$ cat src/rtl/wbsb_pkg.sv
package wbsb_pkg;
  typedef enum logic [1:0] {
    ST_IDLE = 2'd0,
    ST_REQ  = 2'd1,
    ST_WAIT = 2'd2
  } wbsb_state_e;

  typedef enum logic [1:0] {
    PLAN_LO   = 2'd0,
    PLAN_HI   = 2'd1,
    PLAN_BOTH = 2'd2
  } wbsb_plan_e;
endpackage

$ cat src/rtl/wbsb_plan.sv
module wbsb_plan
  import wbsb_pkg::*;
#(
  parameter int DN_SW = 4
) (
  input  logic [2*DN_SW-1:0] sel,
  output wbsb_plan_e         plan
);
  logic [1:0] half_any;

  for (genvar h = 0; h < 2; h++) begin : g_half
    assign half_any[h] = |sel[h*DN_SW +: DN_SW];
  end

  always_comb begin
    if (half_any[0] && half_any[1]) plan = PLAN_BOTH;
    else if (half_any[1])           plan = PLAN_HI;
    else                            plan = PLAN_LO;
  end
endmodule

$ cat src/rtl/wbsb_capture.sv
module wbsb_capture #(
  parameter int ADR_W = 29,
  parameter int DN_DW = 32,
  localparam int UP_DW = 2 * DN_DW,
  localparam int UP_SW = UP_DW / 8
) (
  input  logic             clk,
  input  logic             rst,
  input  logic             load,
  input  logic             we_in,
  input  logic [ADR_W-1:0] adr_in,
  input  logic [UP_DW-1:0] dat_in,
  input  logic [UP_SW-1:0] sel_in,
  output logic             we_q,
  output logic [ADR_W-1:0] adr_q,
  output logic [UP_DW-1:0] dat_q,
  output logic [UP_SW-1:0] sel_q
);
  // Everything is taken in the acceptance cycle; data regardless of we.
  always_ff @(posedge clk) begin
    if (rst) begin
      we_q  <= 1'b0;
      adr_q <= '0;
      dat_q <= '0;
      sel_q <= '0;
    end else if (load) begin
      we_q  <= we_in;
      adr_q <= adr_in;
      dat_q <= dat_in;
      sel_q <= sel_in;
    end
  end
endmodule

$ cat src/rtl/wbsb_seq.sv
module wbsb_seq
  import wbsb_pkg::*;
(
  input  logic       clk,
  input  logic       rst,
  input  logic       up_cyc,
  input  logic       up_stb,
  input  wbsb_plan_e plan_now,
  input  logic       dn_stall,
  input  logic       dn_ack,
  output logic       accept,
  output logic       take,
  output logic       beat_hi,
  output logic       up_stall,
  output logic       up_ack,
  output logic       dn_cyc,
  output logic       dn_stb
);
  wbsb_state_e state;
  logic        two_beats;

  assign accept = up_cyc && up_stb && !up_stall;
  assign take   = (state == ST_WAIT) && dn_ack;

  always_ff @(posedge clk) begin
    if (rst) begin
      state     <= ST_IDLE;
      two_beats <= 1'b0;
      beat_hi   <= 1'b0;
      up_stall  <= 1'b0;
      up_ack    <= 1'b0;
      dn_cyc    <= 1'b0;
      dn_stb    <= 1'b0;
    end else begin
      up_ack <= 1'b0;
      case (state)
        ST_IDLE: if (accept) begin
          state     <= ST_REQ;
          dn_cyc    <= 1'b1;
          dn_stb    <= 1'b1;
          up_stall  <= 1'b1;
          beat_hi   <= (plan_now == PLAN_HI);
          two_beats <= (plan_now == PLAN_BOTH);
        end
        ST_REQ: if (!dn_stall) begin
          dn_stb <= 1'b0;
          state  <= ST_WAIT;
        end
        ST_WAIT: if (dn_ack) begin
          if (two_beats && !beat_hi) begin
            beat_hi <= 1'b1;
            dn_stb  <= 1'b1;
            state   <= ST_REQ;
          end else begin
            state    <= ST_IDLE;
            dn_cyc   <= 1'b0;
            up_stall <= 1'b0;
            up_ack   <= 1'b1;
          end
        end
        default: state <= ST_IDLE;
      endcase
    end
  end

  AST_STALL_AFTER_ACCEPT: assert property (@(posedge clk) disable iff (rst)
    (up_cyc && up_stb && !up_stall) |=> up_stall);
  AST_ACK_PULSE: assert property (@(posedge clk) disable iff (rst)
    up_ack |=> !up_ack);
  AST_STB_IN_CYC: assert property (@(posedge clk) disable iff (rst)
    dn_stb |-> dn_cyc);
  AST_UPPER_AFTER_ACK: assert property (@(posedge clk) disable iff (rst)
    ($rose(dn_stb) && $past(dn_cyc)) |-> $past(dn_ack));
endmodule

$ cat src/rtl/wbsb_rdasm.sv
module wbsb_rdasm #(
  parameter int DN_DW = 32,
  localparam int UP_DW = 2 * DN_DW
) (
  input  logic             clk,
  input  logic             rst,
  input  logic             start,
  input  logic             take,
  input  logic             beat_hi,
  input  logic [DN_DW-1:0] dn_dat_r,
  output logic [UP_DW-1:0] up_dat_r
);
  for (genvar h = 0; h < 2; h++) begin : g_half
    always_ff @(posedge clk) begin
      if (rst || start)
        up_dat_r[h*DN_DW +: DN_DW] <= '0;
      else if (take && (beat_hi == 1'(h)))
        up_dat_r[h*DN_DW +: DN_DW] <= dn_dat_r;
    end
  end
endmodule

$ cat src/rtl/wbsb_bridge.sv
module wbsb_bridge
  import wbsb_pkg::*;
#(
  parameter int ADR_W = 29,
  parameter int DN_DW = 32,
  localparam int UP_DW = 2 * DN_DW,
  localparam int DN_SW = DN_DW / 8,
  localparam int UP_SW = 2 * DN_SW
) (
  input  logic             clk,
  input  logic             rst,
  input  logic             up_cyc,
  input  logic             up_stb,
  input  logic             up_we,
  input  logic [ADR_W-1:0] up_adr,
  input  logic [UP_DW-1:0] up_dat_w,
  input  logic [UP_SW-1:0] up_sel,
  output logic             up_stall,
  output logic             up_ack,
  output logic [UP_DW-1:0] up_dat_r,
  output logic             dn_cyc,
  output logic             dn_stb,
  output logic             dn_we,
  output logic [ADR_W:0]   dn_adr,
  output logic [DN_DW-1:0] dn_dat_w,
  output logic [DN_SW-1:0] dn_sel,
  input  logic             dn_stall,
  input  logic             dn_ack,
  input  logic [DN_DW-1:0] dn_dat_r
);
  wbsb_plan_e       plan_now;
  logic             accept, take, beat_hi;
  logic             we_q;
  logic [ADR_W-1:0] adr_q;
  logic [UP_DW-1:0] dat_q;
  logic [UP_SW-1:0] sel_q;

  wbsb_plan #(.DN_SW(DN_SW)) u_plan (.sel(up_sel), .plan(plan_now));

  wbsb_capture #(.ADR_W(ADR_W), .DN_DW(DN_DW)) u_cap (
    .clk(clk), .rst(rst), .load(accept),
    .we_in(up_we), .adr_in(up_adr), .dat_in(up_dat_w), .sel_in(up_sel),
    .we_q(we_q), .adr_q(adr_q), .dat_q(dat_q), .sel_q(sel_q)
  );

  wbsb_seq u_seq (
    .clk(clk), .rst(rst), .up_cyc(up_cyc), .up_stb(up_stb),
    .plan_now(plan_now), .dn_stall(dn_stall), .dn_ack(dn_ack),
    .accept(accept), .take(take), .beat_hi(beat_hi),
    .up_stall(up_stall), .up_ack(up_ack), .dn_cyc(dn_cyc), .dn_stb(dn_stb)
  );

  wbsb_rdasm #(.DN_DW(DN_DW)) u_rd (
    .clk(clk), .rst(rst), .start(accept), .take(take), .beat_hi(beat_hi),
    .dn_dat_r(dn_dat_r), .up_dat_r(up_dat_r)
  );

  // Downstream beat fields come only from captured state.
  assign dn_we    = we_q;
  assign dn_adr   = {adr_q, beat_hi};
  assign dn_dat_w = beat_hi ? dat_q[UP_DW-1:DN_DW] : dat_q[DN_DW-1:0];
  assign dn_sel   = beat_hi ? sel_q[UP_SW-1:DN_SW] : sel_q[DN_SW-1:0];

  AST_HOLD_WHILE_STALLED: assert property (@(posedge clk) disable iff (rst)
    (dn_stb && dn_stall) |=> (dn_stb && $stable(dn_adr) && $stable(dn_dat_w)
                              && $stable(dn_sel) && $stable(dn_we)));
  AST_ACK_ENDS_CYCLE: assert property (@(posedge clk) disable iff (rst)
    up_ack |-> (!dn_cyc && !dn_stb));
endmodule

$ cat config.mk
export PLATFORM = sky130hd
export DESIGN_NAME = wbsb_bridge
export DESIGN_NICKNAME = d
export VERILOG_FILES = /design/src/rtl/wbsb_pkg.sv /design/src/rtl/wbsb_plan.sv /design/src/rtl/wbsb_capture.sv /design/src/rtl/wbsb_seq.sv /design/src/rtl/wbsb_rdasm.sv /design/src/rtl/wbsb_bridge.sv
export SDC_FILE = /design/constraint.sdc
export NUM_CORES = 1
export LEC_CHECK = 0
export BUFFER_PORTS_ARGS = -buffer_cell sky130_fd_sc_hd__buf_4
export CORE_MARGIN = 5
export CORE_UTILIZATION = 48
export CTS_CLUSTER_SIZE = 8
export DETAILED_ROUTE_END_ITERATION = 8
export PLACE_DENSITY = 0.78
export REMOVE_ABC_BUFFERS = 1
export SYNTH_ARGS = -nofsm -noshare
export SYNTH_HDL_FRONTEND = slang
export SYNTH_SLANG_ARGS = --single-unit
$ cat constraint.sdc
create_clock -name clk -period 1.4 [get_ports clk]
set_input_delay 0 -clock clk [delete_from_list [all_inputs] [get_ports clk]]
set_output_delay 0 -clock clk [all_outputs]
set_load 0.02 [all_outputs]
Yosys cells after proc, flatten, opt, wreduce, memory -nomap -nowiden --
Index checks and enable logic that the tools add are counted. W data, S select, Z words.
Storage, ports and cells: memory bits (read-only) 0, input port bits 140, bits in writable memories 0, bits in latches 0, register bits 173, memories kept 0
Operators by class: bitwise operators 3, order comparisons 0, multiply operators 0, divide/modulo/power cells 0, equal/unequal tests 9, reductions and logical operators 21, mux-type cells 20, shift operators 0, add/sub/neg operators 0
Operator list (count):
- $mux W32 | 1
- $mux W1 | 10
- $mux W2 | 4
- $ne A2 B2 Y1 const B | 4
- $reduce_and A4 Y1 | 2
- $reduce_or A4 Y1 | 2
- $logic_and A1 B1 Y1 | 7
- $pmux W2 S3 | 1
- $reduce_and A5 Y1 | 1
- $eq A2 B1 Y1 const B | 2
- $eq A2 B2 Y1 const B | 2
- $mux W4 | 1
- $pmux W1 S2 | 2
- $not A1 Y1 | 3
- $pmux W1 S3 | 1
- $reduce_and A3 Y1 | 1
- $reduce_bool A3 Y1 | 1
- $reduce_or A3 Y1 | 1
- $logic_not A1 Y1 | 2
- $logic_not A2 Y1 | 1
- $ne A2 B1 Y1 const B | 1
- $reduce_and A2 Y1 | 1
- $reduce_bool A2 Y1 | 1
- $logic_or A1 B1 Y1 | 1

Depth between registers and ports, before layout --
Gate-level depths: netlist (run 1).
depth in word-level cells 6, depth in mapped cells 6, mapped depth without buffers 3

Hierarchy --
Synthesis (run 1) repeated with hierarchy kept, for this count alone.
Second synthesis, totals: cell total of the unflattened synthesis 700, area, all modules 7094.3 um2
By module, submodules not included:
- wbsb_capture | times used 1, cells an instance 329, area an instance 3699.8 um2, sequential area each 2042.0 um2
- wbsb_rdasm | times used 1, cells an instance 282, area an instance 2359.8 um2, sequential area each 1281.2 um2
- wbsb_bridge | times used 1, cells an instance 41, area an instance 596.8 um2, sequential area each 0.0 um2
- wbsb_seq | times used 1, cells an instance 44, area an instance 409.1 um2, sequential area each 140.1 um2
- wbsb_plan | times used 1, cells an instance 4, area an instance 28.8 um2, sequential area each 0.0 um2

Worst setup path before layout (run 1) --
Ideal clock, no wire load.
path type reg-to-reg, start point reg u_seq.up_stall, end point reg u_cap.adr_q[0], setup slack 0.019 ns, stages on the path, launching flop included 7, data arrival time 1.249 ns, period minus slack after synthesis 1.381 ns, cells stage by stage dfxtp_1 > and3b_1 > buf_2 > buf_2 > buf_4 > nand2_1 > a21oi_1
On the way: cells in the longest elaborated chain, start to end 2
RTL lines:
- start: declaration | RTL line wbsb_seq.sv:14 | output logic up_stall,
- start signal: assignment | RTL line wbsb_seq.sv:30 | up_stall <= 1'b0;
- start signal: assignment | RTL line wbsb_seq.sv:41 | up_stall <= 1'b1;
- start signal: assignment | RTL line wbsb_seq.sv:57 | up_stall <= 1'b0;
- $logic_not A1 Y1 | RTL line wbsb_seq.sv:22 | assign accept = up_cyc && up_stb && !up_stall;
- $logic_and A1 B1 Y1 | RTL line wbsb_seq.sv:22
- end signal: assignment | RTL line wbsb_capture.sv:28 | adr_q <= adr_in;
- end: declaration | RTL line wbsb_capture.sv:15 | output logic [ADR_W-1:0] adr_q,
Every way passes these cells. A chain may end at the register's enable or synchronous reset.

Worst setup path after layout (run 1) --
start point reg u_seq.up_stall, end point reg u_cap.adr_q[15]
Same word-level chain as after synthesis.

==> results.yml, run 1 <==
synth:
  netlist_instances: 808
  yosysUniqueCellTypes: 30
  synth-warning-count: 0
  synth_area_sq_um: 6530
  ys_ff_latch: 173
  avgSynthCellArea_sq_um: 8.08
  ys_seq_area_frac: 0.530
clock_network:
  cts_buffer_depth: 2
  clkLatencyLatePin_ps: 430
  htree_num_levels: 4
  cts_root_buf: "clkbuf_16"
  cts_sinks: 173
  clk_pin_slew_ps: 70
  cts_tree: "yes"
  cts_buffers: 17
grt:
  grt_max_degree: 97
  grt_util_all_layers: 0.317
  use_met2: 0.546
  grt_first_pass_wirelength_um: 40600
  busiest_layer: "met2"
  overflow: 0
  grt_pass1_vias: 7761
  antenna_found_initial: 2
  grt_util_met3: 0.107
  grtUsageMet1: 0.341
floorplanning:
  die_w_um: 127
  die_h_um: 127
  dieArea_sq_um: 16000
  row_count: 42
  core_sq_um: 13300
  initial_core_util: 0.491
  ioPinCount: 275
min_path:
  hold_path_class: "in2reg"
worst_setup_path:
  r2r_cells: 5
  slowest_delay_ps: 390
  startpoint: "u_seq.up_stall"
  cp_cell_sequence: "nand3b_1 -> buf_4 -> buf_16 -> nand2_1 -> a21oi_1"
  worst_path_max_delay_cell: "dfxtp_2"
  cp-start-kind: "flip-flop"
  crit_arrival_ps: 1850
  reg2reg_slack_ps: -150
  r2r_end: "u_cap.adr_q[15]"
  end_kind: "flip-flop"
  worstPathMaxFanout: 21
  crit_type: "reg2reg"
  r2r_start: "u_seq.up_stall"
  cp-endpoint: "u_cap.adr_q[15]"
  crit_required_ps: 1710
status:
  violations: "negative setup slack"
  status: "complete, but fails checks"
detailed_routing:
  drc: 0
  drt_iter0_drc: 827
  antenna_left: 0
  wl_per_cell_um: 21.0
  routed-via-count: 7936
  wl_um: 29500
  viasPerCell: 5.66
  first_pass_iters: 6
timing:
  worstMarginPinSlew_ps: 447
  setup_violations: 96
  setup_tns_ps: -6860
  max_freq_mhz: 647
  hold_violations: 0
  layout_setup_ws_ps: -145
  slew_headroom: 0.702
  finClkSkew_ps: 17.1
  slew_viol_final: 0
  final.period_utilization: 1.10
  rsz0062_at_grt: "true"
  layout_min_cycle_time_ps: 1550
cells_and_area:
  final_common_cell: "nand2_1"
  drive_above_1_share: 0.369
  final_area_sq_um: 11500
  layout_common_cells: "nand2_1, buf_4, dfxtp_1, dlygate4sd3_1, a21oi_1"
  fin_nets: 1354
  postLayoutCoreUtil: 0.864
  area_growth_pct: 75.8
  final.fill_count: 617
placement:
  place.gp.congestion: 0.881
  place_area_sq_um: 8780
  place_hpwl_um: 13800
  port_buffers: 274
power:
  peakVddDrop_v: 0.000954
  powerDensity_nw_per_um2: 1040
  leakage_uw: 0.00472
  total_power_uw: 11900
flow_run:
  maxCapViolCount: 0
critical path: cells and delay by family (launching register included):
family / cells / cell delay [ps]
AND/OR/NAND/NOR: 2 / 300
AO/OA/AOI/OAI: 1 / 360
buffers and inverters: 2 / 370
flip-flops: 1 / 390
flip-flops by register name, indices dropped and copies added (netlist names), 2 cells and up:
register / flops
u_cap.dat_q: 64
u_rd.up_dat_r: 64
u_cap.adr_q: 29
u_cap.sel_q: 8
u_seq.state: 2
routing by layer:
| metal | vias up | share of wire | wire, um |
|---|---|---|---|
| li1 | 3457 | - | - |
| met4 | 0 | 0.063 | 1850 |
| met5 | - | 0 | 0 |
| met1 | 3705 | 0.34 | 10000 |
| met3 | 172 | 0.11 | 3220 |
| met2 | 602 | 0.49 | 14400 |
logic make-up after synthesis:
family / share of synthesized area
AO/OA/AOI/OAI: 0.138
buffers and inverters: 0.0483
flip-flops: 0.530
multiplexers: 0.0621
AND/OR/NAND/NOR: 0.222
synth_stat cells:
| cell | count | area (sq um) |
|---|---|---|
| and4bb_2 | 1 | 12.5 |
| buf_1 | 4 | 15.0 |
| nand3b_1 | 2 | 15.0 |
| nand4bb_1 | 1 | 11.3 |
| mux2_2 | 36 | 405 |
| nor2_1 | 2 | 7.51 |
| nor4_1 | 2 | 12.5 |
| nand4b_1 | 2 | 17.5 |
| a31oi_1 | 1 | 6.26 |
| buf_4 | 9 | 67.6 |
| or4_1 | 1 | 7.51 |
| a31o_2 | 1 | 8.76 |
| or2b_1 | 1 | 7.51 |
| inv_1 | 2 | 7.51 |
| and4b_1 | 2 | 20.0 |
| nand2b_1 | 4 | 25.0 |
| clkbuf_1 | 24 | 90.1 |
| a21oi_1 | 169 | 846 |
| nand2_1 | 333 | 1250 |
| a211oi_1 | 1 | 7.51 |
| o22a_1 | 1 | 8.76 |
| nor4b_1 | 1 | 8.76 |
| o21ai_0 | 3 | 15.0 |
| and3b_1 | 1 | 8.76 |
| dfxtp_1 | 173 | 3460 |
| buf_2 | 27 | 135 |
| a221oi_1 | 1 | 8.76 |
| nor4bb_1 | 1 | 10.0 |
| nand4bb_4 | 1 | 27.5 |
| nor2b_1 | 1 | 6.26 |
power by group:
group / switching (uW) / internal [uW]
combinational: 939 / 1020
sequential: 116 / 5090
clock: 1930 / 2820
total: 2980 / 8930
layout make-up:
cell class | instances | area [sq um] | share of cell area
clock inverter | 9 | 120 | 0.0105
clock buffer | 21 | 450 | 0.0392
multi-input combinational | 569 | 3040 | 0.265
inverter | 2 | 7.51 | 0.000654
timing repair buffer | 451 | 4170 | 0.363
antenna | 2 | 5.00 | 0.000436
sequential | 173 | 3470 | 0.302
tap | 176 | 220 | 0.0192
repair_timing:
item,CTS,global route
pin swaps,0,11
buffers inserted,3,7
hold buffers,137,0
cloned,1,10
endpoints found under the setup margin,47,196
endpoints found under the hold margin,173,0
resized for setup,46,85
per-stage QoR:
stage	setup WS [ps]	hold slack, ps	cells
final	-145	11.7	1403
after global routing	-185	44.0	1403
after CTS	-122	8.72	1384
after detailed placement	-7.56	255	1213
after global placement	58.3	246	1213
after floorplan	-3120	69.1	744
worst min-delay path by stage:
stage,depth (start not counted),slack [ps],start,end
finish,4,10,up_cyc,u_seq.two_beats
detailed placement,3,260,up_dat_w[46],u_cap.dat_q[46]
global route,4,40,up_stb,u_seq.two_beats
CTS,4,9,up_cyc,u_seq.two_beats
floorplan,1,70,rst,u_cap.adr_q[0]
global placement,3,250,up_adr[26],u_cap.adr_q[26]
(Power assumes the default switching activity.)
==> inputs of run 2 (changes only) <==
--- a/config.mk
+++ b/config.mk
@@ -6,11 +6,12 @@
 export NUM_CORES = 1
 export LEC_CHECK = 0
 export BUFFER_PORTS_ARGS = -buffer_cell sky130_fd_sc_hd__buf_4
-export CORE_MARGIN = 5
-export CORE_UTILIZATION = 48
+export CORE_MARGIN = 4
+export CORE_UTILIZATION = 49
+export CTS_BUF_LIST = sky130_fd_sc_hd__clkbuf_8
 export CTS_CLUSTER_SIZE = 8
 export DETAILED_ROUTE_END_ITERATION = 8
-export PLACE_DENSITY = 0.78
+export PLACE_DENSITY = 0.8
 export REMOVE_ABC_BUFFERS = 1
 export SYNTH_ARGS = -nofsm -noshare
 export SYNTH_HDL_FRONTEND = slang
==> run 2 against run 1 <==
  * The flow still finishes with violations (negative setup slack)
  * Critical path depth is 2 lower
  * Die area is 5.0% lower
  * Flip-flop and latch count stayed put
  * Clock skew is 7.9 ps lower
  * Power is 6.5% lower
  * Wire length is 19% higher
  * Non-clock buffer count is 3 higher
  * Utilization is 2.7 points higher
  * Critical endpoint is now dn_sel[3]
==> results.yml, run 2 (synthesis gave the netlist of run 1 again) <==
worst_setup_path:
  crit_required_ps: 1400
  r2r_start: "u_seq.up_stall"
  crit_arrival_ps: 1610
  cp_cell_sequence: "buf_16 -> mux2_4 -> buf_6"
  slowest_delay_ps: 450
  cp-start-kind: "flip-flop"
  worstPathMaxFanout: 14
  worst_path_max_delay_cell: "dfxtp_4"
  reg2reg_slack_ps: -190
  r2r_end: "u_cap.sel_q[6]"
  end_kind: "output pin"
  r2r_cells: 5
  crit_type: "reg2out"
grt:
  grt_util_all_layers: 0.347
  antenna_found_initial: 2
  grt_pass1_vias: 7952
  overflow: 0
  grt_max_degree: 86
  grt_first_pass_wirelength_um: 40600
clock_network:
  cts_root_buf: "clkbuf_8"
  clkLatencyLatePin_ps: 460
  htree_num_levels: 4
  cts_tree: "yes"
  cts_buffers: 17
  cts_sinks: 173
  cts_buffer_depth: 2
  clk_pin_slew_ps: 90
power:
  p_comb_frac: 0.194
  powerDensity_nw_per_um2: 975
  leakage_uw: 0.00472
  p_sw_frac: 0.282
  peakVddDrop_v: 0.00120
  p_int_uw: 8000
  power_switching_uw: 3140
  total_power_uw: 11100
  power_frac_seq: 0.469
  power_frac_clock: 0.338
detailed_routing:
  wl_per_cell_um: 25.1
  drt_iter0_drc: 1324
  dr_wl_met2_um: 15800
  wl_met1_um: 11200
  viasPerCell: 6.13
  top_layer_used: "met5"
  wl_um: 35200
  drc: 0
  routed-via-count: 8604
  first_pass_iters: 7
  antenna_left: 0
  route.met3.wl_um: 4600
cells_and_area:
  fin_nets: 1357
  reg_top3: "u_cap.dat_q x64, u_rd.up_dat_r x64, u_cap.adr_q x29"
  multiInputGateArea_sq_um: 3030
  area_growth_pct: 74.8
  postLayoutCoreUtil: 0.890
  seqCellArea_sq_um: 3470
  fin_cells: 1404
  final.fill_count: 500
  layout_common_cells: "nand2_1, buf_4, dfxtp_1, a21oi_1, dlygate4sd3_1"
  drive_above_1_share: 0.346
  final_common_cell: "nand2_1"
min_path:
  hold_path_class: "in2reg"
  worstHoldStart: "up_adr[6]"
  worst_hold_path.num_cells: 4
  worstHoldEndpoint: "u_cap.adr_q[6]"
timing:
  layout_min_cycle_time_ps: 1610
  final.period_utilization: 1.15
  setup_tns_ps: -16620
  hold_violations: 0
  slew_viol_final: 0
  max_freq_mhz: 622
  layout_setup_ws_ps: -207
  rsz0062_at_grt: "true"
  setup_violations: 160
  finClkSkew_ps: 9.13
  worstMarginPinSlew_ps: 571
  slew_headroom: 0.616
placement:
  port_buffers: 274
  place_hpwl_um: 13400
  place.gp.congestion: 0.807
  dp_cells: 1208
status:
  status: "complete, but fails checks"
  violations: "negative setup slack"
floorplanning:
  dieArea_sq_um: 15200
  die_w_um: 123
  initial_core_util: 0.509
  die_h_um: 123
  core_sq_um: 12800
  ioPinCount: 275
  row_count: 41
flow_run:
  maxCapViolCount: 0
-- run 2: changes by cell type in the layout (fill, tap and decap cells not counted), sizes merged --
| cell | change |
|---|---|
| buf | -4 |
| clkbuf | +3 |
| clkinvlp | +3 |
| dlygate4sd3 | +2 |
| inv | +2 |
| clkinv | -1 |
-- run 2: power by group through the flow --
stage	clock network, uW	registers, uW	logic [uW]
after detailed placement	0	5280	1320
after global placement	0	5280	1310
after CTS	3660	5170	1720
final	3760	5220	2160
after floorplan	0	5350	492
after global routing	3900	5230	2210
-- run 2: worst max-delay path by stage --
stage	startpoint	end	slack [ps]	depth (start not counted)
floorplan	u_seq.up_stall	u_rd.up_dat_r[0]	-3120	3
global placement	u_seq.up_stall	u_cap.dat_q[43]	80	4
detailed placement	u_seq.up_stall	u_cap.adr_q[28]	30	4
CTS	u_seq.beat_hi	dn_dat_w[27]	-210	3
global route	u_seq.up_stall	u_cap.sel_q[7]	-270	5
finish	u_seq.beat_hi	dn_sel[3]	-210	3
-- run 2: final cells by class --
| cell class | count | area share |
|---|---|---|
| repair buffers | 454 | 0.375 |
| flip-flops and latches | 173 | 0.304 |
| multi-input cells | 569 | 0.265 |
| clock buffers | 19 | 0.0229 |
| well taps | 172 | 0.0188 |
| clock inverters | 13 | 0.0130 |
| inverters | 2 | 0.000657 |
| diodes | 2 | 0.000438 |
-- run 2: metal layers --
metal / up-vias / global-route usage
met1: 3895 / 0.363
met4: 2 / 0.224
met2: 905 / 0.595
met3: 351 / 0.116
met5: - / 0
li1: 3451 / -
-- run 2: critical path, delay by kind of cell (launching register included) --
family | cells | cell delay [ps]
mux | 1 | 340
buf+inv | 2 | 340
flops | 1 | 450
-- run 2: through the flow --
stage	worst slack, ps	hold WS, ps	instance area, sq um
after floorplan	-3120	69.1	6220
after detailed placement	34.3	256	8750
after CTS	-211	322	10700
final	-207	336	11400
after global placement	80.8	244	8750
after global routing	-270	335	11400
-- run 2: what timing repair did --
item                       4_1_cts  5_1_grt
pin swaps                        0        8
hold endpoints to repair       173        0
cloned                           1       15
setup buffers                    3        4
setup endpoints to repair       36      205
hold buffers                   139        0
gates resized for setup         38       89
